**src/rtl/rd_strobe_cal.sv**
```systemverilog
module rd_strobe_cal #(
  parameter int TAP_W    = 6,
  parameter int SETTLE   = 8,
  parameter int AGREE    = 4,
  parameter int SAFE_GAP = 16
) (
  input  logic             clk,
  input  logic             rst_n,
  input  logic             start,
  input  logic             stb_smp,
  input  logic [TAP_W-1:0] init_ofs,
  input  logic             man_en,
  input  logic [TAP_W-1:0] man_stb_tap,
  input  logic [TAP_W-1:0] man_dat_tap,
  output logic             stb_inc,
  output logic             stb_rst,
  output logic             dat_inc,
  output logic             dat_rst,
  output logic             done,
  output logic             fail
);
  localparam int SW = $clog2(SETTLE + 1);
  localparam int AW = $clog2(AGREE + 1);
  localparam logic [TAP_W-1:0] MAXT = '1;
  localparam logic [TAP_W-1:0] HALF = MAXT >> 1;
  localparam logic [TAP_W-1:0] GAP  = TAP_W'(SAFE_GAP);

  typedef enum logic [2:0] {S_IDLE, S_RST, S_WALK, S_SETTLE, S_SAMP, S_STEP, S_DONE, S_FAIL} st_t;
  st_t st;

  logic             fin, have_ref, level, last_smp, got_one;
  logic [TAP_W-1:0] stb_tap, dat_tap, stb_tgt, dat_tgt, e1;
  logic [SW-1:0]    wait_cnt;
  logic [AW-1:0]    run_cnt, run_nx;
  logic             hit, edge_now;
  logic [TAP_W-1:0] qtr, dat_fit, one_e, fb_tap;
  logic [TAP_W:0]   sum;

  assign run_nx   = (run_cnt != '0 && stb_smp != last_smp) ? AW'(1) : run_cnt + AW'(1);
  assign hit      = (run_nx == AW'(AGREE));
  assign edge_now = hit && have_ref && (stb_smp != level);
  assign qtr      = (stb_tap - e1) >> 2;
  assign sum      = {1'b0, stb_tap} + {1'b0, qtr};
  assign dat_fit  = sum[TAP_W] ? MAXT : sum[TAP_W-1:0];
  assign one_e    = got_one ? e1 : stb_tap;
  assign fb_tap   = (one_e > HALF) ? one_e - GAP : one_e + GAP;

  always_ff @(posedge clk) begin
    if (!rst_n) begin
      st <= S_IDLE; fin <= 1'b0; have_ref <= 1'b0; level <= 1'b0; last_smp <= 1'b0;
      got_one <= 1'b0; stb_tap <= '0; dat_tap <= '0; stb_tgt <= '0; dat_tgt <= '0;
      e1 <= '0; wait_cnt <= '0; run_cnt <= '0;
      stb_inc <= 1'b0; stb_rst <= 1'b0; dat_inc <= 1'b0; dat_rst <= 1'b0;
      done <= 1'b0; fail <= 1'b0;
    end else begin
      stb_inc <= 1'b0; stb_rst <= 1'b0; dat_inc <= 1'b0; dat_rst <= 1'b0;
      case (st)
        S_IDLE, S_DONE, S_FAIL: if (start) begin
          done <= 1'b0; fail <= 1'b0;
          fin <= man_en; have_ref <= 1'b0; got_one <= 1'b0;
          stb_tgt <= man_en ? man_stb_tap : init_ofs;
          dat_tgt <= man_en ? man_dat_tap : init_ofs;
          st <= S_RST;
        end
        S_RST: begin
          stb_rst <= 1'b1; dat_rst <= 1'b1;
          stb_tap <= '0; dat_tap <= '0;
          st <= S_WALK;
        end
        S_WALK: begin
          if (stb_tap < stb_tgt) begin stb_inc <= 1'b1; stb_tap <= stb_tap + TAP_W'(1); end
          if (dat_tap < dat_tgt) begin dat_inc <= 1'b1; dat_tap <= dat_tap + TAP_W'(1); end
          if (stb_tap == stb_tgt && dat_tap == dat_tgt) begin
            if (fin) begin done <= 1'b1; st <= S_DONE; end
            else begin wait_cnt <= '0; st <= S_SETTLE; end
          end
        end
        S_SETTLE: begin
          wait_cnt <= wait_cnt + SW'(1);
          if (wait_cnt == SW'(SETTLE - 1)) begin run_cnt <= '0; st <= S_SAMP; end
        end
        S_SAMP: begin
          run_cnt  <= run_nx;
          last_smp <= stb_smp;
          if (hit) begin
            level <= stb_smp; have_ref <= 1'b1;
            if (edge_now && !got_one) begin e1 <= stb_tap; got_one <= 1'b1; end
            if (edge_now && got_one) begin
              stb_tgt <= stb_tap; dat_tgt <= dat_fit; fin <= 1'b1; st <= S_RST;
            end else if (stb_tap == MAXT) begin
              if (!got_one && !edge_now) begin fail <= 1'b1; st <= S_FAIL; end
              else begin stb_tgt <= fb_tap; dat_tgt <= fb_tap; fin <= 1'b1; st <= S_RST; end
            end else st <= S_STEP;
          end
        end
        S_STEP: begin
          stb_inc <= 1'b1; stb_tap <= stb_tap + TAP_W'(1);
          wait_cnt <= '0; st <= S_SETTLE;
        end
        default: st <= S_IDLE;
      endcase
    end
  end
endmodule


```
**config.mk**
```make
export PLATFORM = sky130hd
export DESIGN_NAME = rd_strobe_cal
export DESIGN_NICKNAME = d
export VERILOG_FILES = /design/src/rtl/rd_strobe_cal.sv
export SDC_FILE = /design/constraint.sdc
export NUM_CORES = 1
export LEC_CHECK = 0
export BUFFER_PORTS_ARGS = -buffer_cell sky130_fd_sc_hd__buf_2
export CAP_MARGIN = 0
export CORE_MARGIN = 2
export CORE_UTILIZATION = 60
export CTS_CLUSTER_SIZE = 10
export DETAILED_ROUTE_END_ITERATION = 16
export GPL_TIMING_DRIVEN = 0
export PLACE_DENSITY = 0.82
export SLEW_MARGIN = 10
export SYNTH_ARGS = -nofsm -noshare
export SYNTH_HDL_FRONTEND = slang
export SYNTH_SLANG_ARGS = --single-unit
```
**constraint.sdc**
```tcl
create_clock -name clk -period 4.47 [get_ports clk]
set_clock_uncertainty 0.2 [all_clocks]
set_input_delay 0.894 -clock clk [delete_from_list [all_inputs] [get_ports clk]]
set_output_delay 0.894 -clock clk [all_outputs]
set_load 0.02 [all_outputs]
```
==> results of run 1 <==
[final timing paths]
path / from / endpoint / slack, ns / depth (start not counted)
max reg2reg: stb_tap[1] / dat_tgt[4] / 0.43 / 13
max: stb_tap[1] / dat_tgt[4] / 0.43 / 13
min: wait_cnt[3] / wait_cnt[3] / 0.26 / 1
min reg2reg: wait_cnt[3] / wait_cnt[3] / 0.26 / 1
[through the flow]
| step | setup slack (ns) | hold WS [ns] | total power, mW |
|---|---|---|---|
| final | 0.426 | 0.261 | 1.50 |
| after global routing | 0.281 | 0.292 | 1.59 |
| after CTS | 0.492 | 0.264 | 1.48 |
| after detailed placement | 0.515 | 0.246 | 1.15 |
| after global placement | 0.653 | 0.246 | 1.13 |
| after floorplan | 1.19 | 0.222 | 0.994 |
[registers in the layout, summed over array words and instances (netlist names), 3 cells and up]
signal    flops
dat_tap       6
run_cnt       3
st            3
stb_tgt       6
wait_cnt      4
dat_tgt       6
stb_tap       6
e1            6
[critical path: stages (launching register included)]
cell and delay, ns:
dfxtp_1 0.57, ha_1 0.30, a21o_1 0.18, a21oi_1 0.23, o21bai_1 0.14, a21oi_1 0.18, xnor2_1 0.13, ha_1 0.30
or2_2 0.32, nand2_1 0.10, mux2i_1 0.07, mux2_2 0.29, a2111oi_0 0.76, o21a_1 0.22
[area by class of cell]
class,instances,share of cell area (%)
Multi-Input combinational cell,319,58.2
Sequential cell,50,27.2
Timing Repair Buffer,26,3.54
Buffer,22,2.72
Inverter,26,2.66
Tap cell,72,2.45
Clock buffer,5,1.87
Clock inverter,3,1.29
[cells by family (layout without fill, tap and decap cells)]
kind of cell / after synthesis / in the layout / synth area share [%]
compound gates: 120 / 120 / 24.8
xor+xnor: 17 / 17 / 4.46
fa+ha+maj: 26 / 26 / 9.97
buf+inv: 48 / 82 / 5.92
flops: 50 / 50 / 30.0
mux: 14 / 14 / 4.27
simple gates: 142 / 142 / 20.6
[layer usage]
metal / wire length (um) / vias up / share of wire, % / track usage, %
met1: 3830 / 1507 / 44 / 38.8
met5: 0 / - / 0 / 0
li1: - / 1577 / - / -
met3: 663 / 30 / 7.6 / 4.25
met2: 3910 / 155 / 45 / 46.4
met4: 290 / 0 / 3.3 / 12.3
[cell usage in the layout, fill, tap and decap left out, types with 5 or more instances in the layout]
cell,count
nor3_1,7
xor2_1,7
nor2b_1,12
nand2b_1,6
nand4_1,8
o22ai_1,5
a211oi_1,11
mux2i_1,12
o21a_1,6
clkbuf_8,5
a21oi_1,34
inv_1,26
nand2_1,29
buf_2,28
clkbuf_1,16
a31oi_1,11
o21ai_0,13
nand3_1,14
nor2_1,49
ha_1,25
dfxtp_1,50
xnor2_1,10
[power breakdown]
| group | total (mW) | internal [mW] | switching, mW |
|---|---|---|---|
| registers | 0.564 | 0.508 | 0.0560 |
| logic | 0.594 | 0.221 | 0.373 |
| clock network | 0.341 | 0.170 | 0.171 |
| total | 1.50 | 0.899 | 0.600 |
==> results.json, run 1 <==
{
  "start_kind": "flip-flop",
  "layout.cells.non_filler": 523,
  "cts-buffers-inserted": 5,
  "synth-seq-cells": 50,
  "drtAntennaViolNets": 0,
  "dp.cells": 515,
  "synth_top_cells_by_count": "dfxtp_1, nor2_1, a21oi_1, nand2_1, inv_1",
  "start_util_pct": 61.4,
  "synth_top_area_share_pct": 30.0,
  "slew_headroom_pct": 44.3,
  "io_pins": 29,
  "syn_avg_cell_area_um2": 8.00,
  "synthArstFlopShare_pct": 0,
  "maxCapViolCount": 0,
  "cts.sinks": 50,
  "crit_required_ns": 4.54,
  "postLayoutCoreUtil_pct": 67.5,
  "grt_pass1_wl_um": 14100,
  "fin_setup_tns_ns": 0,
  "rsz0062_at_grt": "false",
  "crit_type": "reg -> reg",
  "drive_gt1_share_pct": 12.2,
  "run_status": "finished clean",
  "hpwl_um": 6330,
  "place_congestion": 0.934,
  "worstSkewPairLatency_ns": 0.32,
  "cts_resized": 0,
  "ir_drop_v": 0.000237,
  "synthFlopType": "dfxtp_1",
  "dieArea_mm2": 0.00617,
  "slew_viol_final": 0,
  "diodes": 0,
  "period_share_pct": 90.5,
  "yosysTopAreaCell": "dfxtp_1",
  "placed_area_mm2": 0.00356,
  "cts_buffer_depth": 2,
  "vias": 3269,
  "cp-end-kind": "flip-flop",
  "antenna_found_initial": 0,
  "die_width_um": 78.6,
  "tightest_slew_ns": 0.815,
  "fillers": 471,
  "syn_nets": 466,
  "synth_edf_count": 0,
  "layout.nets": 499,
  "drc_errors": 0,
  "fin_crit_ns": 4.04,
  "cts_htree_levels": 2,
  "grt_max_degree": 18,
  "finalHoldViolCount": 0,
  "grt_pass1_vias": 3004,
  "io_buffers": 26,
  "grt.total_usage_pct": 28.9,
  "p_leak_nw": 1.42,
  "grt.overflow.total": 0,
  "synthTopCellsByArea": "dfxtp_1, ha_1, nor2_1",
  "synth_area_mm2": 0.00334,
  "dieHeight_um": 78.6,
  "area_growth_pct": 10.1,
  "finalWirelength_um": 8690,
  "seq_area_frac_synth_pct": 30.0,
  "root_buffer": "clkbuf_8",
  "core_mm2": 0.00544,
  "synthMostInstantiatedCell": "dfxtp_1",
  "drtIter0Drc": 222,
  "finalSetupViolations": 0,
  "wl_per_cell_um": 16.6,
  "final_area_mm2": 0.00367,
  "synth_warnings": 0,
  "via_per_inst": 6.25,
  "hold_path.class": "reg -> reg",
  "path_clk_slew_ns": 0.10,
  "dr.pass1.iters": 5,
  "rows": 27,
  "crit_fanout": 8,
  "power_density_mw_per_mm2": 408,
  "cts_hold_buffers": 0,
  "max_freq_mhz": 247,
  "cts_setup_buffers": 0,
  "synth_cell_types": 64,
  "cp.arrival_ns": 4.11,
  "syn_inst": 417,
  "regArea_mm2": 0.00100,
  "cts_tree": "built",
  "multiInputGateArea_mm2": 0.00214
}
Note: power is estimated with default switching activity, not from simulation.
==> inputs of run 2 (changes only) <==
- CORE_ASPECT_RATIO: default -> 1.75
==> results.json, run 2 (synthesized netlist as in run 1, its figures left out) <==
{
  "run_status": "finished clean",
  "io_buffers": 26,
  "grt_max_degree": 16,
  "area_growth_pct": 10.0,
  "worstSkewPairLatency_ns": 0.32,
  "hold_path.class": "reg -> reg",
  "cp-end-kind": "flip-flop",
  "dieHeight_um": 103,
  "hp-start": "wait_cnt[3]",
  "fillers": 460,
  "crit_type": "reg -> reg",
  "crit_required_ns": 4.53,
  "slew_headroom_pct": 48.2,
  "reg2regPathDepth": 13,
  "grt.total_usage_pct": 31.6,
  "pwr-share-comb_pct": 39.8,
  "drive_gt1_share_pct": 12.0,
  "fin_crit_ns": 3.81,
  "reg2reg_slack_ns": 0.66,
  "p_leak_nw": 1.41,
  "p_int_mw": 0.895,
  "start_kind": "flip-flop",
  "max_freq_mhz": 262,
  "ir_drop_v": 0.000413,
  "maxCapViolCount": 0,
  "vias": 3243,
  "grt_pass1_wl_um": 14500,
  "cts.sinks": 50,
  "p_switching_mw": 0.590,
  "p_clk_share_pct": 21.9,
  "critPathMaxStageDelay_ns": 0.61,
  "period_share_pct": 85.3,
  "drtIter0Drc": 218,
  "final_common_cell": "dfxtp_1",
  "path_clk_slew_ns": 0.09,
  "die_width_um": 60.4,
  "timing.rr.start": "stb_tap[1]",
  "io_pins": 29,
  "slew_viol_final": 0,
  "rows": 36,
  "core_mm2": 0.00545,
  "cts_hold_buffers": 0,
  "fin_setup_tns_ns": 0,
  "min_to": "wait_cnt[3]",
  "cts_htree_levels": 2,
  "placed_area_mm2": 0.00356,
  "seq_power_share_pct": 38.4,
  "tightest_slew_ns": 0.775,
  "wl_per_cell_um": 17.2,
  "final_area_mm2": 0.00367,
  "finalSetupViolations": 0,
  "cts_resized": 0,
  "antenna_found_initial": 0,
  "finalHoldViolCount": 0,
  "path_cells": "ha_1 -> a21o_1 -> a21oi_1 -> o21bai_1 -> a21oi_1 -> xnor2_1 -> ha_1 -> or2_2 -> nand2_1 -> mux2i_1 -> mux2_2 -> a2111oi_0 -> o21a_1",
  "drtAntennaViolNets": 0,
  "dp_slack_ns": 0.724,
  "cts_tree": "built",
  "final_cell_mix": "dfxtp_1, nor2_1, a21oi_1, nand2_1, buf_2",
  "finalWirelength_um": 9060,
  "power_density_mw_per_mm2": 404,
  "grt_pass1_vias": 3097,
  "grt.overflow.total": 0,
  "cp.arrival_ns": 3.88,
  "layout.cells.non_filler": 527,
  "hold_depth": 1,
  "via_per_inst": 6.15,
  "crit_slowest_cell": "dfxtp_1",
  "place_congestion": 0.941,
  "finalWorstSetupSlack_ns": 0.658,
  "dr.pass1.iters": 4,
  "start_util_pct": 61.2,
  "reg2reg_to": "dat_tgt[4]",
  "cts_setup_buffers": 0,
  "dp.cells": 519,
  "rsz0062_at_grt": "false",
  "cts_buffer_depth": 2,
  "dieArea_mm2": 0.00620,
  "root_buffer": "clkbuf_8",
  "hpwl_um": 7100,
  "hold_ws_ns": 0.273,
  "cts-buffers-inserted": 5,
  "crit_fanout": 8,
  "diodes": 0,
  "p_sw_share_pct": 39.7,
  "drc_errors": 0,
  "layout.nets": 499
}
[run 2: worst max path at each step]
| stage | startpoint | to | cells after the start |
|---|---|---|---|
| floorplan | stb_tap[1] | dat_tgt[4] | 13 |
| global placement | stb_tap[1] | dat_tgt[5] | 13 |
| detailed placement | stb_tap[1] | dat_tgt[4] | 13 |
| CTS | stb_tap[1] | dat_tgt[4] | 13 |
| global route | stb_tap[1] | dat_tgt[4] | 13 |
| finish | stb_tap[1] | dat_tgt[4] | 13 |
[run 2: final cells by class]
class                           instances  area (um^2)  share of cell area [%]
Tap cell                               76         95.1                    2.59
Multi-Input combinational cell        319         2140                    58.2
Clock inverter                          2         37.5                    1.02
Inverter                               26         97.6                    2.66
Clock buffer                            6         72.6                    1.98
Buffer                                 22          100                    2.73
Timing Repair Buffer                   26          130                    3.54
Sequential cell                        50         1000                    27.3
[run 2: per-layer routing]
metal	vias up	GRT usage (%)	wire length, um
met5	-	0	0
met1	1514	33.6	3460
met3	34	5.52	429
met4	0	18.6	414
met2	127	56.1	4750
li1	1568	-	-
[run 2: power by group through the flow]
stage	clock, mW	combinational (mW)	sequential (mW)
finish	0.325	0.591	0.570
floorplan	0	0.431	0.563
global placement	0	0.565	0.574
detailed placement	0	0.578	0.577
CTS	0.330	0.584	0.567
global route	0.345	0.658	0.576
[run 2: stage by stage]
stage / total power [mW] / util (%)
after CTS: 1.48 / 67.4
final: 1.49 / 67.4
after global routing: 1.58 / 67.4
after detailed placement: 1.16 / 65.4
after floorplan: 0.994 / -
after global placement: 1.14 / 65.4
[run 2: worst max-delay path: cells and delay by family (launching register included)]
family	cells	cell delay, ns
AOI/OAI and AO/OA	6	1.42
xor gates and xnor gates	1	0.15
adders and majority gates	2	0.62
DFF	1	0.61
muxes	2	0.35
and+or+nand+nor	2	0.41
==> inputs of run 3 (changes only) <==
- ABC_AREA: default -> 1
- ABC_CLOCK_PERIOD_IN_PS: default -> 4470
==> results.json, run 3 <==
{
  "synthMostInstantiatedCell": "nand2_1",
  "fin_setup_tns_ns": 0,
  "path_clk_slew_ns": 0.10,
  "layout.nets": 637,
  "synth_top_cells_by_count": "nand2_1, inv_1, nor2_1, dfxtp_1, a21oi_1",
  "grt_pass1_vias": 3341,
  "dieArea_mm2": 0.00650,
  "synth_area_mm2": 0.00351,
  "total_power_mw": 1.99,
  "syn_inst": 554,
  "final_cell_mix": "nand2_1, inv_1, nor2_1, dfxtp_1, a21oi_1",
  "pwr-share-comb_pct": 53.6,
  "finalWorstSetupSlack_ns": 1.12,
  "fin_crit_ns": 3.35,
  "hpwl_um": 6850,
  "syn_avg_cell_area_um2": 6.34,
  "drive_gt1_share_pct": 14.9,
  "synthArstFlopShare_pct": 0,
  "final_area_mm2": 0.00385,
  "p_leak_nw": 1.93,
  "finalHoldViolCount": 0,
  "crit_required_ns": 4.49,
  "grt.overflow.total": 0,
  "syn_nets": 603,
  "ir_drop_v": 0.000235,
  "start_kind": "flip-flop",
  "io_buffers": 27,
  "cts_setup_buffers": 0,
  "worstSkewPairLatency_ns": 0.32,
  "max_freq_mhz": 298,
  "grt_max_degree": 17,
  "rsz0062_at_grt": "false",
  "cts_hold_buffers": 0,
  "synth_top_area_share_pct": 28.5,
  "p_switching_mw": 0.906,
  "cts-buffers-inserted": 5,
  "dp.cells": 657,
  "grt.total_usage_pct": 28.8,
  "cts_tree": "built",
  "diodes": 0,
  "tightest_slew_ns": 0.513,
  "final_common_cell": "nand2_1",
  "crit_fanout": 8,
  "via_per_inst": 5.26,
  "power_density_mw_per_mm2": 515,
  "p_int_mw": 1.08,
  "slew_headroom_pct": 65.8,
  "crit_type": "reg -> reg",
  "maxCapViolCount": 0,
  "io_pins": 29,
  "slew_viol_final": 0,
  "cp-end-kind": "flip-flop",
  "layout.cells.non_filler": 665,
  "finalSetupViolations": 0,
  "grt_pass1_wl_um": 14300,
  "root_buffer": "clkbuf_8",
  "yosysTopAreaCell": "dfxtp_1",
  "cp.arrival_ns": 3.37,
  "finalWirelength_um": 8470,
  "start_util_pct": 62.3,
  "synth-seq-cells": 50,
  "area_growth_pct": 9.77,
  "synthFlopType": "dfxtp_1",
  "wl_per_cell_um": 12.7,
  "multiInputGateArea_mm2": 0.00215,
  "period_share_pct": 75.0,
  "drtIter0Drc": 105,
  "vias": 3495,
  "hold_path.class": "reg -> reg",
  "drc_errors": 0,
  "hold_ws_ns": 0.250,
  "synth_warnings": 0,
  "die_width_um": 61.8,
  "dieHeight_um": 105,
  "run_status": "finished clean",
  "drtAntennaViolNets": 0,
  "p_clk_share_pct": 16.9,
  "antenna_found_initial": 0,
  "rows": 36,
  "synthTopCellsByArea": "dfxtp_1, nand2_1, ha_1",
  "cts_resized": 0,
  "place_congestion": 0.961,
  "synth_edf_count": 0,
  "fillers": 550,
  "cts.sinks": 50,
  "seq_area_frac_synth_pct": 28.5,
  "dr.pass1.iters": 5,
  "seq_power_share_pct": 29.5,
  "synth_cell_types": 33,
  "postLayoutCoreUtil_pct": 68.4,
  "regArea_mm2": 0.00100,
  "p_sw_share_pct": 45.6,
  "dp_slack_ns": 1.13,
  "placed_area_mm2": 0.00374,
  "cts_buffer_depth": 2,
  "cts_htree_levels": 2,
  "core_mm2": 0.00563
}
run 3: changes by cell type after synthesis, sizes merged, moves of 7 or more:
cell    before  now
inv         26   71
nor2        50   65
nor2b       12    0
a211oi      11    1
nand3       15   30
o21a         7    0
nand2       29  201
a31oi       11    1
mux2i       12    0
o21ai       14   26
run 3: path summary, 6_finish.rpt:
check,slack (ns),end,cells after the start,from
min reg2reg,0.25,done,2,done
min,0.25,done,2,done
max reg2reg,1.12,dat_tgt[3],19,stb_tap[1]
max,1.12,dat_tgt[3],19,stb_tap[1]
run 3: metal layers:
| metal | vias up | share of wire, % | global-route usage, % |
|---|---|---|---|
| met5 | - | 0 | 0 |
| met4 | 0 | 3.6 | 12.9 |
| met3 | 21 | 3.4 | 4.21 |
| met2 | 70 | 55 | 52.3 |
| met1 | 1592 | 38 | 30.4 |
| li1 | 1812 | - | - |
run 3: layout make-up:
type	count	area share, %
Inverter	71	6.92
Buffer	16	2.37
Clock inverter	3	1.14
Timing Repair Buffer	27	3.51
Clock buffer	5	1.79
Tap cell	76	2.47
Sequential cell	50	26.0
Multi-Input combinational cell	417	55.8
run 3: power groups by stage:
| stage | clock network, mW | logic (mW) | registers [mW] |
|---|---|---|---|
| 2_1_floorplan | 0 | 0.837 | 0.591 |
| 3_3_place_gp | 0 | 1.03 | 0.591 |
| 3_5_place_dp | 0 | 1.06 | 0.594 |
| 4_1_cts | 0.336 | 1.06 | 0.585 |
| 5_1_grt | 0.353 | 1.19 | 0.596 |
| 6_report | 0.335 | 1.06 | 0.585 |
run 3: worst max-delay path: stages (launching register included):
cell	delay (ns)
dfxtp_1	0.63
ha_1	0.31
a21o_1	0.20
nand2_1	0.06
nand2_1	0.08
nand2_1	0.07
nand2_1	0.08
a21oi_1	0.17
xor2_1	0.17
ha_1	0.30
nand3_1	0.14
nand3_1	0.11
nand2_1	0.14
nand3_1	0.12
nand3_1	0.09
nand2_1	0.06
nand2_1	0.09
nand2_1	0.06
nor2_1	0.13
nor2_2	0.05
run 3: logic make-up after synthesis:
group                      count (synthesis)  synth area share [%]
AOI/OAI and AO/OA                         68                  10.1
xor gates and xnor gates                   8                  2.00
and+or+nand+nor                          315                  39.7
buffers and inverters                     87                  10.2
adders and majority gates                 26                  9.48
DFF                                       50                  28.5
